--- config.mk ---
export PLATFORM = sky130hd
export DESIGN_NAME = i2c_reg_wr_port
export DESIGN_NICKNAME = d
export VERILOG_FILES = /design/src/rtl/i2c_wr_pkg.sv /design/src/rtl/i2c_in_sync.sv /design/src/rtl/i2c_bus_events.sv /design/src/rtl/i2c_reg_wr_port.sv
export SDC_FILE = /design/constraint.sdc
export NUM_CORES = 1
export LEC_CHECK = 0
export BUFFER_PORTS_ARGS = -buffer_cell sky130_fd_sc_hd__buf_2
export CORE_ASPECT_RATIO = 1.75
export CORE_MARGIN = 2
export CORE_UTILIZATION = 58
export CTS_BUF_LIST = sky130_fd_sc_hd__clkbuf_16
export DETAILED_ROUTE_END_ITERATION = 10
export HOLD_SLACK_MARGIN = 0.06
export PLACE_DENSITY = 0.83
export SYNTH_ARGS = -nofsm -noshare
export SYNTH_HDL_FRONTEND = slang
export SYNTH_SLANG_ARGS = --single-unit
--- constraint.sdc ---
create_clock -name clk_i -period 2.2 [get_ports clk_i]
set_input_delay 0.11 -clock clk_i [delete_from_list [all_inputs] [get_ports clk_i]]
set_output_delay 0.11 -clock clk_i [all_outputs]
set_load 0.01 [all_outputs]
--- src/rtl/i2c_wr_pkg.sv ---
package i2c_wr_pkg;
  typedef enum logic [2:0] {
    ST_IDLE,
    ST_ADDR,
    ST_SUB,
    ST_DATA,
    ST_SKIP
  } i2c_st_e;

  localparam int BYTE_W = 8;
endpackage

--- src/rtl/i2c_in_sync.sv ---
module i2c_in_sync #(
  parameter int WIDTH  = 2,
  parameter int STAGES = 2
) (
  input  logic             clk_i,
  input  logic             rst_ni,
  input  logic [WIDTH-1:0] d_i,
  output logic [WIDTH-1:0] q_o
);
  localparam int LastS = STAGES - 1;

  for (genvar g = 0; g < WIDTH; g++) begin : g_line
    logic [STAGES-1:0] chain_q;
    logic              held_q;
    always_ff @(posedge clk_i or negedge rst_ni) begin
      if (!rst_ni) begin
        chain_q <= '1;
        held_q  <= 1'b1;
      end else begin
        chain_q <= {chain_q[LastS-1:0], d_i[g]};
        // accept a new level only when two samples agree
        if (chain_q[LastS] == chain_q[LastS-1]) held_q <= chain_q[LastS];
      end
    end
    assign q_o[g] = held_q;
  end
endmodule

--- src/rtl/i2c_bus_events.sv ---
module i2c_bus_events (
  input  logic clk_i,
  input  logic rst_ni,
  input  logic scl_i,
  input  logic sda_i,
  output logic scl_rise_o,
  output logic scl_fall_o,
  output logic start_o,
  output logic stop_o
);
  logic scl_d, sda_d;

  always_ff @(posedge clk_i or negedge rst_ni) begin
    if (!rst_ni) begin
      scl_d <= 1'b1;
      sda_d <= 1'b1;
    end else begin
      scl_d <= scl_i;
      sda_d <= sda_i;
    end
  end

  assign scl_rise_o = scl_i & ~scl_d;
  assign scl_fall_o = ~scl_i & scl_d;
  assign start_o    = scl_i & scl_d & sda_d & ~sda_i;
  assign stop_o     = scl_i & scl_d & ~sda_d & sda_i;
endmodule

--- src/rtl/i2c_reg_wr_port.sv ---
module i2c_reg_wr_port
  import i2c_wr_pkg::*;
#(
  parameter logic [6:0] DEV_ADDR   = 7'h42,
  parameter int         IDX_W      = 3,
  parameter int         SYNC_STAGE = 2
) (
  input  logic             clk_i,
  input  logic             rst_ni,
  input  logic             scl_i,
  input  logic             sda_i,
  output logic             sda_oe_o,
  output logic             wr_en_o,
  output logic [IDX_W-1:0] wr_idx_o,
  output logic [BYTE_W-1:0] wr_data_o
);
  localparam int CntW    = $clog2(BYTE_W + 1);
  localparam int IncBit  = IDX_W;
  localparam logic [CntW-1:0] FullCnt = CntW'(BYTE_W);

  logic [1:0] line_s;
  logic scl_s, sda_s, scl_rise, scl_fall, start_ev, stop_ev;

  i2c_in_sync #(.WIDTH(2), .STAGES(SYNC_STAGE)) u_sync (
    .clk_i (clk_i),
    .rst_ni(rst_ni),
    .d_i   ({scl_i, sda_i}),
    .q_o   (line_s)
  );
  assign scl_s = line_s[1];
  assign sda_s = line_s[0];

  i2c_bus_events u_ev (
    .clk_i     (clk_i),
    .rst_ni    (rst_ni),
    .scl_i     (scl_s),
    .sda_i     (sda_s),
    .scl_rise_o(scl_rise),
    .scl_fall_o(scl_fall),
    .start_o   (start_ev),
    .stop_o    (stop_ev)
  );

  i2c_st_e           st_q;
  logic [CntW-1:0]   bit_cnt_q;
  logic [BYTE_W-1:0] sr_q;
  logic              ack_ph_q, oe_q, inc_q, wr_en_q;
  logic [IDX_W-1:0]  idx_q, wr_idx_q;
  logic [BYTE_W-1:0] wr_data_q;

  always_ff @(posedge clk_i or negedge rst_ni) begin
    if (!rst_ni) begin
      st_q      <= ST_IDLE;
      bit_cnt_q <= '0;
      sr_q      <= '0;
      ack_ph_q  <= 1'b0;
      oe_q      <= 1'b0;
      inc_q     <= 1'b0;
      idx_q     <= '0;
      wr_en_q   <= 1'b0;
      wr_idx_q  <= '0;
      wr_data_q <= '0;
    end else begin
      wr_en_q <= 1'b0;
      if (start_ev) begin
        st_q      <= ST_ADDR;
        bit_cnt_q <= '0;
        ack_ph_q  <= 1'b0;
        oe_q      <= 1'b0;
      end else if (stop_ev) begin
        st_q      <= ST_IDLE;
        bit_cnt_q <= '0;
        ack_ph_q  <= 1'b0;
        oe_q      <= 1'b0;
      end else if (st_q != ST_IDLE) begin
        if (scl_rise && !ack_ph_q && bit_cnt_q != FullCnt) begin
          sr_q      <= {sr_q[BYTE_W-2:0], sda_s};
          bit_cnt_q <= bit_cnt_q + 1'b1;
        end else if (scl_fall && ack_ph_q) begin
          // end of ninth clock: release the line
          ack_ph_q  <= 1'b0;
          oe_q      <= 1'b0;
          bit_cnt_q <= '0;
        end else if (scl_fall && bit_cnt_q == FullCnt) begin
          ack_ph_q <= 1'b1;
          unique case (st_q)
            ST_ADDR: begin
              if (sr_q[7:1] == DEV_ADDR && !sr_q[0]) begin
                oe_q <= 1'b1;
                st_q <= ST_SUB;
              end else begin
                st_q <= ST_SKIP;
              end
            end
            ST_SUB: begin
              oe_q  <= 1'b1;
              idx_q <= sr_q[IDX_W-1:0];
              inc_q <= sr_q[IncBit];
              st_q  <= ST_DATA;
            end
            ST_DATA: begin
              oe_q      <= 1'b1;
              wr_en_q   <= 1'b1;
              wr_idx_q  <= idx_q;
              wr_data_q <= sr_q;
              if (inc_q) idx_q <= idx_q + 1'b1;
              else       st_q  <= ST_SKIP;
            end
            default: ;
          endcase
        end
      end
    end
  end

  assign sda_oe_o  = oe_q;
  assign wr_en_o   = wr_en_q;
  assign wr_idx_o  = wr_idx_q;
  assign wr_data_o = wr_data_q;
endmodule

* Word level (Yosys, flattened, before mapping) *
Index checks and enable logic that the tools add are counted.

word-level totals
  bits in registers = 41
  input port bits = 4
  output and inout port bits = 13
  logic and storage cells = 107

cells by class
  add/subtract/negate cells = 2
  eq/ne operators = 13
  mux-type cells = 37
  bitwise logic cells = 15
  reduce and logical (&&, ||, !) cells = 24

operators by type and width
  kind                 count
  $mux 3               9
  $mux 1               20
  $mux 4               5
  $reduce_and 7->1     2
  $reduce_bool 5->1    2
  $pmux 3 s3           1
  $reduce_bool 3->1    3
  $ne 4x4->1 const B   2
  $not 1->1            8
  $reduce_and 8->1     1
  $reduce_bool 4->1    2
  $and 1x1->1          7
  $eq 7x7->1 const B   1
  $eq 3x2->1 const B   2
  $ne 3x3->1 const B   2
  $pmux 3 s2           1
  $reduce_and 6->1     1
  $logic_and 1x1->1    5
  $ne 5x5->1 const B   1
  $reduce_and 5->1     1
  $add 4x1->4 const B  1
  $eq 4x4->1 const B   1
  $reduce_and 4->1     1
  $add 3x1->3 const B  1
  other kinds (9)      11

* Longest topological paths before layout *
Gate-level depths: netlist (run 1).

  depth in word-level cells = 10
  mapped depth = 7

* By module *
Synthesis (run 1) repeated with hierarchy kept, for this count alone.

second synthesis, totals
  cells, all modules = 151
  area, all modules = 1919.3 µm²

modules (own cells, without submodules)
  module           instances  cells each  area each (µm²)  seq. area each (µm²)
  i2c_reg_wr_port  1          135         1639.1           825.8
  i2c_in_sync      1          10          195.2            157.7
  i2c_bus_events   1          6           85.1             52.6

* Worst setup path after synthesis (run 1) *
OpenSTA, ideal clock, no wires.

  kind = register -> register
  start point = register bit_cnt_q[0]
  end point = register wr_data_q[0] (netlist: wr_data_o[0])
  data arrival time = 1535 ps
  data required time = 2075 ps
  slack = 540 ps
  stages on the path, launching flop included = 8
  path buffers = 1
  period minus slack after synthesis = 1660 ps
  path through = dfrtp_1 inv_1 ha_1 nand3b_4 nor3_2 nand3_2 buf_6 mux2_4

between the ends
  cells in the longest elaborated chain, start to end = 4
  elaborated cells between the ends (all ways) = 6
  those cells by class = eq/ne: 2; bitwise: 1; reduce/logical: 3

RTL lines
  item                            RTL line                RTL
  start, declared                 i2c_reg_wr_port.sv:45   logic [CntW-1:0] bit_cnt_q;
  start signal, assigned          i2c_reg_wr_port.sv:78   bit_cnt_q <= bit_cnt_q + 1'b1;
  $ne 4x4->1                      i2c_reg_wr_port.sv:76   if (scl_rise && !ack_ph_q && bit_cnt_q != FullCnt) begin
  $logic_and 1x1->1               i2c_reg_wr_port.sv:76
  $not 1->1 (no line)             n/a
  $reduce_and 7->1 (no line) (*)  n/a
  end signal, assigned            i2c_reg_wr_port.sv:105  wr_data_q <= sr_q;
  end, declared                   i2c_reg_wr_port.sv:49   logic [BYTE_W-1:0] wr_data_q;

Mark *: on every way between the ends. The rest lies on a longest branch, timed or not.
A chain may end at the register's enable or synchronous reset.

* Worst setup path after layout (run 1) *
Ends and elaborated chain as after synthesis.

==> run summary, run 1 <==
run status: completed
DP Wirelength: 2.557 mm
PD cells: 951.3 nW/µm²
Net Count, Synth: 150
vias in the first global route: 1301
mapped cell area: 1851 µm²
synth warn: 0
dominant synthesized flop cell: dfrtp_1
FFs w/ async S/R, synth: 1.000
CORE AREA: 3108 µm²
clock latency on the worst-skew pair: 0.28 ns
Buf/Inv on CP: 1
fin area: 2128 µm²
number of detailed-route iterations in the first pass: 4
Post-Route WL: 3.470 mm
crit end category: register
Crit-path slowest cell: mux2_4
H-tree depth: 2
starting density of the core: 0.5954
fin util: 0.6848
Post-layout nets: 173
skew final: 0.004387 ns
register area share after synthesis: 0.5598
max incr delay on CP: 0.43 ns
DIE AREA: 3676 µm²
fraction of layout cells with a size suffix above 1: 0.3473
Least-Margin Pin Slew: 0.8505 ns
Max-Cap Viols: 0
I/O pin total: 17
worst path cell trace: inv_1 > ha_1 > nand3b_4 > nor3_2 > nand3_2 > mux2_4
syn avg cell area: 12.94 µm²
clk root buf: clkbuf_16
cell family with most CP delay: simple AND/OR/NAND/NOR gates
Area after DPL: 1961 µm²
global-route wire length before repair: 5.658 mm
clock slew seen by the registers of the worst setup and hold paths: 0.06 ns
antenna cells: 0
final hold violation count: 0
initial antenna violation count: 0
f_max: 504.8 MHz
P_leak: 1.061 nW
TritonCTS clock tree: yes
minimum clock period: 1.981 ns
Vias: 1215
Total GRT Usage: 0.2177
worst path required time: 2.36 ns
Die Wd: 46.70 µm
Rel. slew slack: 0.4330
most frequent cells in the layout: dfrtp_1, buf_2, nor2_1, mux2_2, mux2_4
type of origin of the critical path: register
pin count of the biggest net entering global routing: 42
DRC: 0
Avg WL per Cell: 16.52 µm
number of buffers added on ports: 16
Netlist cell types: 45
Worst Path Class, Setup: reg2reg
Die H: 78.72 µm
Clock Path Buffers: 2
final slew viol count: 0
synthesis-stage register bit count: 41
# rows: 27
count of final setup violators: 0
Worst Hold Class: reg2reg
Routed Antenna Nets: 0
grt ovf: 0
Post-synth EDFFs: 0
CP Max Fanout: 12
peak supply drop: 0.7493 mV
CTS sink cnt: 41
GP Congestion: 0.8860
Worst EP arrival: 2.14 ns
Gate Count Post-Synth: 143
leading cell type in the layout, fill and taps excluded: dfrtp_1
synthesis-to-finish area growth: 15.01%
vias per cell: 5.786
Power, Total: 2.025 mW
RSZ-0062 raised after global routing: no
Final period util: 0.9005
Setup TNS Final: 0 ns
Num CTS Buffers: 5
Iteration-0 DRC Markers: 23
==> metal layers <==
layer  track usage  routed length [µm]  vias up
met5             0                   0        -
met4        0.1194                 138        0
met3       0.05227                 105       16
met2        0.3944                1947       29
met1        0.2067                1278      611
li1              -                   -      559
==> cell type report <==
class                           instances  area (µm²)
Fill cell                             244       979.7
Multi-Input combinational cell         93       768.2
Tap cell                               43       53.80
Clock buffer                            5       125.1
Sequential cell                        41        1036
Clock inverter                          3       12.51
Inverter                                6       22.52
Timing Repair Buffer                   19       110.1
==> flip-flops by register name (all words and copies together) (netlist names) <==
name and count:
ack_ph_q 1, bit_cnt_q 4, idx_q 3, inc_q 1, sda_oe_o 1, sr_q 8, st_q 3, u_ev.scl_d 1
u_ev.sda_d 1, u_sync.g_line.chain_q 4, u_sync.g_line.held_q 2, wr_data_o 8, wr_en_o 1, wr_idx_o 3
==> worst paths after layout <==
kind | from | endpoint | slack [ns] | cells past startpoint
max in group asynchronous | rst_ni | st_q[0]$_DFFE_PN0P_ | 1.19 | 2
worst max register to register | bit_cnt_q[0]$_DFFE_PN0P_ | wr_data_o[0]$_DFFE_PN0P_ | 0.22 | 6
worst max-delay path | bit_cnt_q[0]$_DFFE_PN0P_ | wr_data_o[0]$_DFFE_PN0P_ | 0.22 | 6
min in group asynchronous | rst_ni | sr_q[6]$_DFFE_PN0P_ | 0.48 | 2
worst min-delay path | u_sync.g_line[1].chain_q[0]$_DFF_PN1_ | u_sync.g_line[1].chain_q[1]$_DFF_PN1_ | 0.37 | 0
worst min register to register | u_sync.g_line[1].chain_q[0]$_DFF_PN1_ | u_sync.g_line[1].chain_q[1]$_DFF_PN1_ | 0.37 | 0
==> repair_timing <==
action / 4_1_cts / 5_1_grt
hold buffers: 3 / 0
setup buffers: 0 / 0
resized for setup: 0 / 0
hold endpoints to repair: 35 / 0
==> cell families after synthesis <==
| family | count (synthesis) | share of synthesized area |
|---|---|---|
| compound gates | 19 | 0.06762 |
| xor+xnor | 3 | 0.01420 |
| fa+ha+maj | 5 | 0.03110 |
| buf+inv | 9 | 0.02501 |
| flops | 41 | 0.5598 |
| mux | 21 | 0.1454 |
| simple gates | 45 | 0.1569 |
==> per-stage QoR <==
stage	hold slack [ns]	setup WS [ns]	std cells
after floorplan	-0.1856	0.5396	143
after global placement	0.2183	0.3406	199
after detailed placement	0.2164	0.2411	199
after CTS	0.3682	0.2100	210
after global routing	0.3697	0.07753	210
final	0.3657	0.2188	210
==> where the power goes <==
group | total, mW | switching (mW) | internal [mW]
clock | 0.677 | 0.267 | 0.409
combinational | 0.324 | 0.155 | 0.169
sequential | 1.02 | 0.147 | 0.877
==> Yosys cell counts, types with 2 or more instances <==
master	n	area (µm²)
mux2_2	11	123.9
dfrtp_1	33	825.8
nor4b_1	2	17.52
ha_1	3	37.54
nor2_1	12	45.04
o21ai_0	6	30.03
nand2_1	7	26.28
maj3_1	2	20.02
a21oi_1	3	15.01
nor3_1	3	15.01
and3_1	2	12.51
nand3b_1	2	15.01
xor2_1	2	17.52
nor3b_1	3	22.52
mux2_4	9	135.1
nand3_2	2	20.02
inv_1	6	22.52
dfstp_2	8	210.2
Power figures use the tool's default switching activity.
==> inputs of run 2 (changes only) <==
Settings changed: CORE_MARGIN 2 to default, SLEW_MARGIN from default to 5.
==> run 2 against run 1 <==
Net effect: first-iteration DRC count up 39%; worst setup slack better by 0.020 ns; via count down 1.2%; core utilization up 3.8 points; sequential cell count unchanged; critical path type unchanged; highest routed layer unchanged.
==> run summary, run 2 (same netlist as run 1, synthesis figures left out) <==
run status: completed
DRC: 0
Rel. slew slack: 0.4044
peak supply drop: 0.8042 mV
final slew viol count: 0
Multi-input gate area: 768.2 µm²
leading cell type in the layout, fill and taps excluded: dfrtp_1
clock slew seen by the registers of the worst setup and hold paths: 0.06 ns
grt ovf: 0
Iteration-0 DRC Markers: 32
number of detailed-route iterations in the first pass: 4
Setup TNS Final: 0 ns
R2R cell count: 6
CORE AREA: 2993 µm²
WHS Endpoint: u_sync.g_line[1].chain_q[1]$_DFF_PN1_
synthesis-to-finish area growth: 16.97%
P_leak: 1.082 nW
Die H: 76.72 µm
R2R setup slack: 0.24 ns
Hold Path Origin: u_sync.g_line[1].chain_q[0]$_DFF_PN1_
CTS sink cnt: 41
clk root buf: clkbuf_16
Die Wd: 44.70 µm
antenna cells: 0
DP Wirelength: 2.588 mm
Post-layout nets: 174
Post-CTS Setup Inserts: 0
most frequent cells in the layout: dfrtp_1, buf_2, nor2_1, mux2_2, mux2_4
RSZ-0062 raised after global routing: no
f_max: 509.8 MHz
Post-Route WL: 3.588 mm
type of origin of the critical path: register
clock latency on the worst-skew pair: 0.28 ns
Worst Hold Class: reg2reg
Worst R2R Start: bit_cnt_q[0]$_DFFE_PN0P_
R2R Path End: wr_data_o[0]$_DFFE_PN0P_
Worst EP arrival: 2.12 ns
Num CTS Buffers: 5
global-route wire length before repair: 5.954 mm
Layout fillers: 223
Avg WL per Cell: 17.09 µm
TritonCTS clock tree: yes
count of final setup violators: 0
worst path required time: 2.36 ns
pin count of the biggest net entering global routing: 42
skew final: 0.003405 ns
cts repair resizes: 0
I/O pin total: 17
Routed Antenna Nets: 0
Hold Path Cell Cnt: 0
fin area: 2165 µm²
H-tree depth: 2
Least-Margin Pin Slew: 0.8935 ns
Area after DPL: 1967 µm²
starting density of the core: 0.6183
Final period util: 0.8916
crit end category: register
fraction of layout cells with a size suffix above 1: 0.3571
initial antenna violation count: 0
vias per cell: 5.719
Vias: 1201
CP Max Fanout: 12
DIE AREA: 3429 µm²
PD cells: 993.6 nW/µm²
number of buffers added on ports: 16
Clock Path Buffers: 2
minimum clock period: 1.961 ns
# rows: 26
GP Congestion: 0.8955
storage element area: 1036 µm²
Max-Cap Viols: 0
Worst Path Class, Setup: reg2reg
vias in the first global route: 1282
Total GRT Usage: 0.2434
final hold violation count: 0
==> run 2: worst max path at each step <==
stage / start / slack, ns / end
4_1_cts: bit_cnt_q[0]$_DFFE_PN0P_ / 0.22 / wr_data_o[0]$_DFFE_PN0P_
6_report: bit_cnt_q[0]$_DFFE_PN0P_ / 0.24 / wr_data_o[0]$_DFFE_PN0P_
2_1_floorplan: bit_cnt_q[0]$_DFFE_PN0P_ / 0.54 / wr_data_o[0]$_DFFE_PN0P_
3_5_place_dp: bit_cnt_q[0]$_DFFE_PN0P_ / 0.25 / wr_data_o[0]$_DFFE_PN0P_
3_3_place_gp: bit_cnt_q[0]$_DFFE_PN0P_ / 0.32 / wr_idx_o[1]$_DFFE_PN0P_
5_1_grt: bit_cnt_q[0]$_DFFE_PN0P_ / 0.11 / wr_data_o[3]$_DFFE_PN0P_
==> run 2: final cells by class <==
| type | instances | area share |
|---|---|---|
| Clock buffer | 5 | 0.05780 |
| Clock inverter | 3 | 0.01965 |
| Inverter | 6 | 0.01040 |
| Multi-Input combinational cell | 93 | 0.3549 |
| Sequential cell | 41 | 0.4786 |
| Tap cell | 42 | 0.02428 |
| Timing Repair Buffer | 20 | 0.05434 |
==> run 2: power by group <==
group	internal, mW	switching [mW]	leakage (nW)
clock	0.532	0.268	0.0852
sequential	0.877	0.143	0.531
combinational	0.171	0.160	0.466
total	1.58	0.571	1.08
==> run 2: stage by stage <==
step | power (mW) | setup slack, ns | util | hold WS (ns) | instances
2_1_floorplan | 1.243 | 0.5396 | - | -0.1856 | 143
3_3_place_gp | 1.329 | 0.3237 | 0.6572 | 0.2157 | 199
3_5_place_dp | 1.358 | 0.2460 | 0.6572 | 0.2162 | 199
4_1_cts | 2.172 | 0.2248 | 0.7232 | 0.3686 | 210
5_1_grt | 2.252 | 0.1073 | 0.7232 | 0.3748 | 210
6_report | 2.151 | 0.2386 | 0.7232 | 0.3660 | 210
==> run 2: critical path, cell delays in order (launching register included) <==
cell and delay (ns):
dfrtp_1 0.40, inv_1 0.08, ha_1 0.21, nand3b_4 0.13, nor3_2 0.22, nand3_2 0.37, mux2_4 0.43
==> run 2: layer usage <==
metal,track usage,part of all wire
met1,0.2605,0.38
met2,0.4250,0.56
met3,0.04941,0.023
met4,0.1273,0.037
met5,0,0
==> run 2: what timing repair did <==
action,CTS,global route
hold endpoints to repair,35,0
hold buffers,3,0
endpoints found under the setup margin,0,0
==> inputs of run 3 (changes only) <==
Settings changed: PLACE_DENSITY 0.83 to default, PLACE_DENSITY_LB_ADDON from default to 0.25.
==> run 3 against run 2 <==
Net effect: power down 4.9%; fmax up 0.69%; worst hold slack got worse by 0.00059 ns; non-clock buffer count shrank 1; first-iteration DRC count grew 22%; critical path type unchanged.
==> run summary, run 3 (same netlist as run 1, synthesis figures left out) <==
Routed Antenna Nets: 0
cell family with most CP delay: simple AND/OR/NAND/NOR gates
vias per cell: 5.679
worst path required time: 2.37 ns
skew final: 0.004889 ns
I/O pin total: 17
CORE AREA: 2993 µm²
P_leak: 1.061 nW
Hold Path Origin: u_sync.g_line[1].chain_q[0]$_DFF_PN1_
f_max: 513.4 MHz
final slew viol count: 0
DP Wirelength: 2.457 mm
crit end category: register
Hold Path Cell Cnt: 0
CTS sink cnt: 41
Worst Path Class, Setup: reg2reg
Die H: 76.72 µm
number of detailed-route iterations in the first pass: 4
Post-Route WL: 3.503 mm
R2R cell count: 6
Vias: 1187
# rows: 26
Worst EP arrival: 2.11 ns
count of final setup violators: 0
worst path cell trace: inv_1 > ha_1 > nand3b_4 > nor3_2 > nand3_2 > mux2_4
R2R Path End: wr_idx_o[0]$_DFFE_PN0P_
fin util: 0.7124
Num CTS Buffers: 5
clk root buf: clkbuf_16
starting density of the core: 0.6183
antenna cells: 0
type of origin of the critical path: register
Least-Margin Pin Slew: 0.8731 ns
Worst Hold Class: reg2reg
Final period util: 0.8854
WHS Endpoint: u_sync.g_line[1].chain_q[1]$_DFF_PN1_
DIE AREA: 3429 µm²
RSZ-0062 raised after global routing: no
pin count of the biggest net entering global routing: 42
TritonCTS clock tree: yes
Post-layout nets: 173
R2R setup slack: 0.25 ns
Die Wd: 44.70 µm
clock slew seen by the registers of the worst setup and hold paths: 0.06 ns
fin cells: 209
initial antenna violation count: 0
grt ovf: 0
PD cells: 959.4 nW/µm²
Max-Cap Viols: 0
Post-Place Cells: 198
Buf/Inv on CP: 1
Rel. slew slack: 0.4180
Crit-path slowest cell: mux2_4
H-tree depth: 2
global-route wire length before repair: 5.968 mm
Clock Path Buffers: 2
DRC: 0
CP Max Fanout: 12
Total GRT Usage: 0.2469
max incr delay on CP: 0.42 ns
final hold violation count: 0
Iteration-0 DRC Markers: 39
fraction of layout cells with a size suffix above 1: 0.3593
cts repair resizes: 0
peak supply drop: 0.9699 mV
run status: completed
synthesis-to-finish area growth: 15.21%
Setup TNS Final: 0 ns
leading cell type in the layout, fill and taps excluded: dfrtp_1
most frequent cells in the layout: dfrtp_1, buf_2, nor2_1, mux2_2, mux2_4
vias in the first global route: 1278
Worst R2R Start: bit_cnt_q[1]$_DFFE_PN0P_
Avg WL per Cell: 16.76 µm
minimum clock period: 1.948 ns
clock latency on the worst-skew pair: 0.28 ns
GP Congestion: 0.8806
number of buffers added on ports: 16
run 3: changes by cell type in the layout (fill, tap and decap cells not counted), sizes merged:
cell and change:
buf -1, bufinv -1, clkinv +1, clkinvlp +1
inv -1
run 3: what timing repair did:
action	CTS	global route
endpoints found under the hold margin	35	0
buffers inserted	0	0
endpoints found under the setup margin	0	0
hold buffers	3	0
run 3: cell type report:
type                       count  area (µm²)
timing repair buffer          19       110.1
inverter                       6       22.52
tap                           42       52.55
clock inverter                 3       17.52
multi-input combinational     93       768.2
clock buffer                   5       125.1
fill                         225       860.8
sequential                    41        1036
run 3: worst max path at each step:
stage / from / end / slack [ns] / cells after the start
finish: bit_cnt_q[1]$_DFFE_PN0P_ / wr_idx_o[0]$_DFFE_PN0P_ / 0.25 / 6
CTS: bit_cnt_q[0]$_DFFE_PN0P_ / wr_idx_o[0]$_DFFE_PN0P_ / 0.24 / 6
global placement: bit_cnt_q[0]$_DFFE_PN0P_ / wr_idx_o[2]$_DFFE_PN0P_ / 0.33 / 6
floorplan: bit_cnt_q[0]$_DFFE_PN0P_ / wr_data_o[0]$_DFFE_PN0P_ / 0.54 / 7
detailed placement: bit_cnt_q[0]$_DFFE_PN0P_ / wr_idx_o[0]$_DFFE_PN0P_ / 0.23 / 6
global route: bit_cnt_q[1]$_DFFE_PN0P_ / wr_data_o[4]$_DFFE_PN0P_ / 0.12 / 6
run 3: power breakdown:
group	leakage (nW)	switching, mW	internal (mW)
clock network	0.0696	0.279	0.415
logic	0.461	0.161	0.168
registers	0.531	0.145	0.877
run 3: layer usage:
layer / routed length, µm / up-vias / global-route usage
met5: 0 / - / 0
met4: 122 / 0 / 0.1273
met3: 93 / 8 / 0.06588
met2: 1938 / 26 / 0.4235
met1: 1348 / 594 / 0.2627
li1: - / 559 / -
run 3: through the flow:
step / total power, mW / hold WS [ns] / cell area (µm²) / worst slack [ns]
finish: 2.046 / 0.3655 / 2132 / 0.2520
global route: 2.149 / 0.3711 / 2132 / 0.1185
CTS: 2.056 / 0.3681 / 2132 / 0.2351
detailed placement: 1.355 / 0.2165 / 1959 / 0.2335
global placement: 1.326 / 0.2151 / 1959 / 0.3274
floorplan: 1.243 / -0.1856 / 1851 / 0.5396
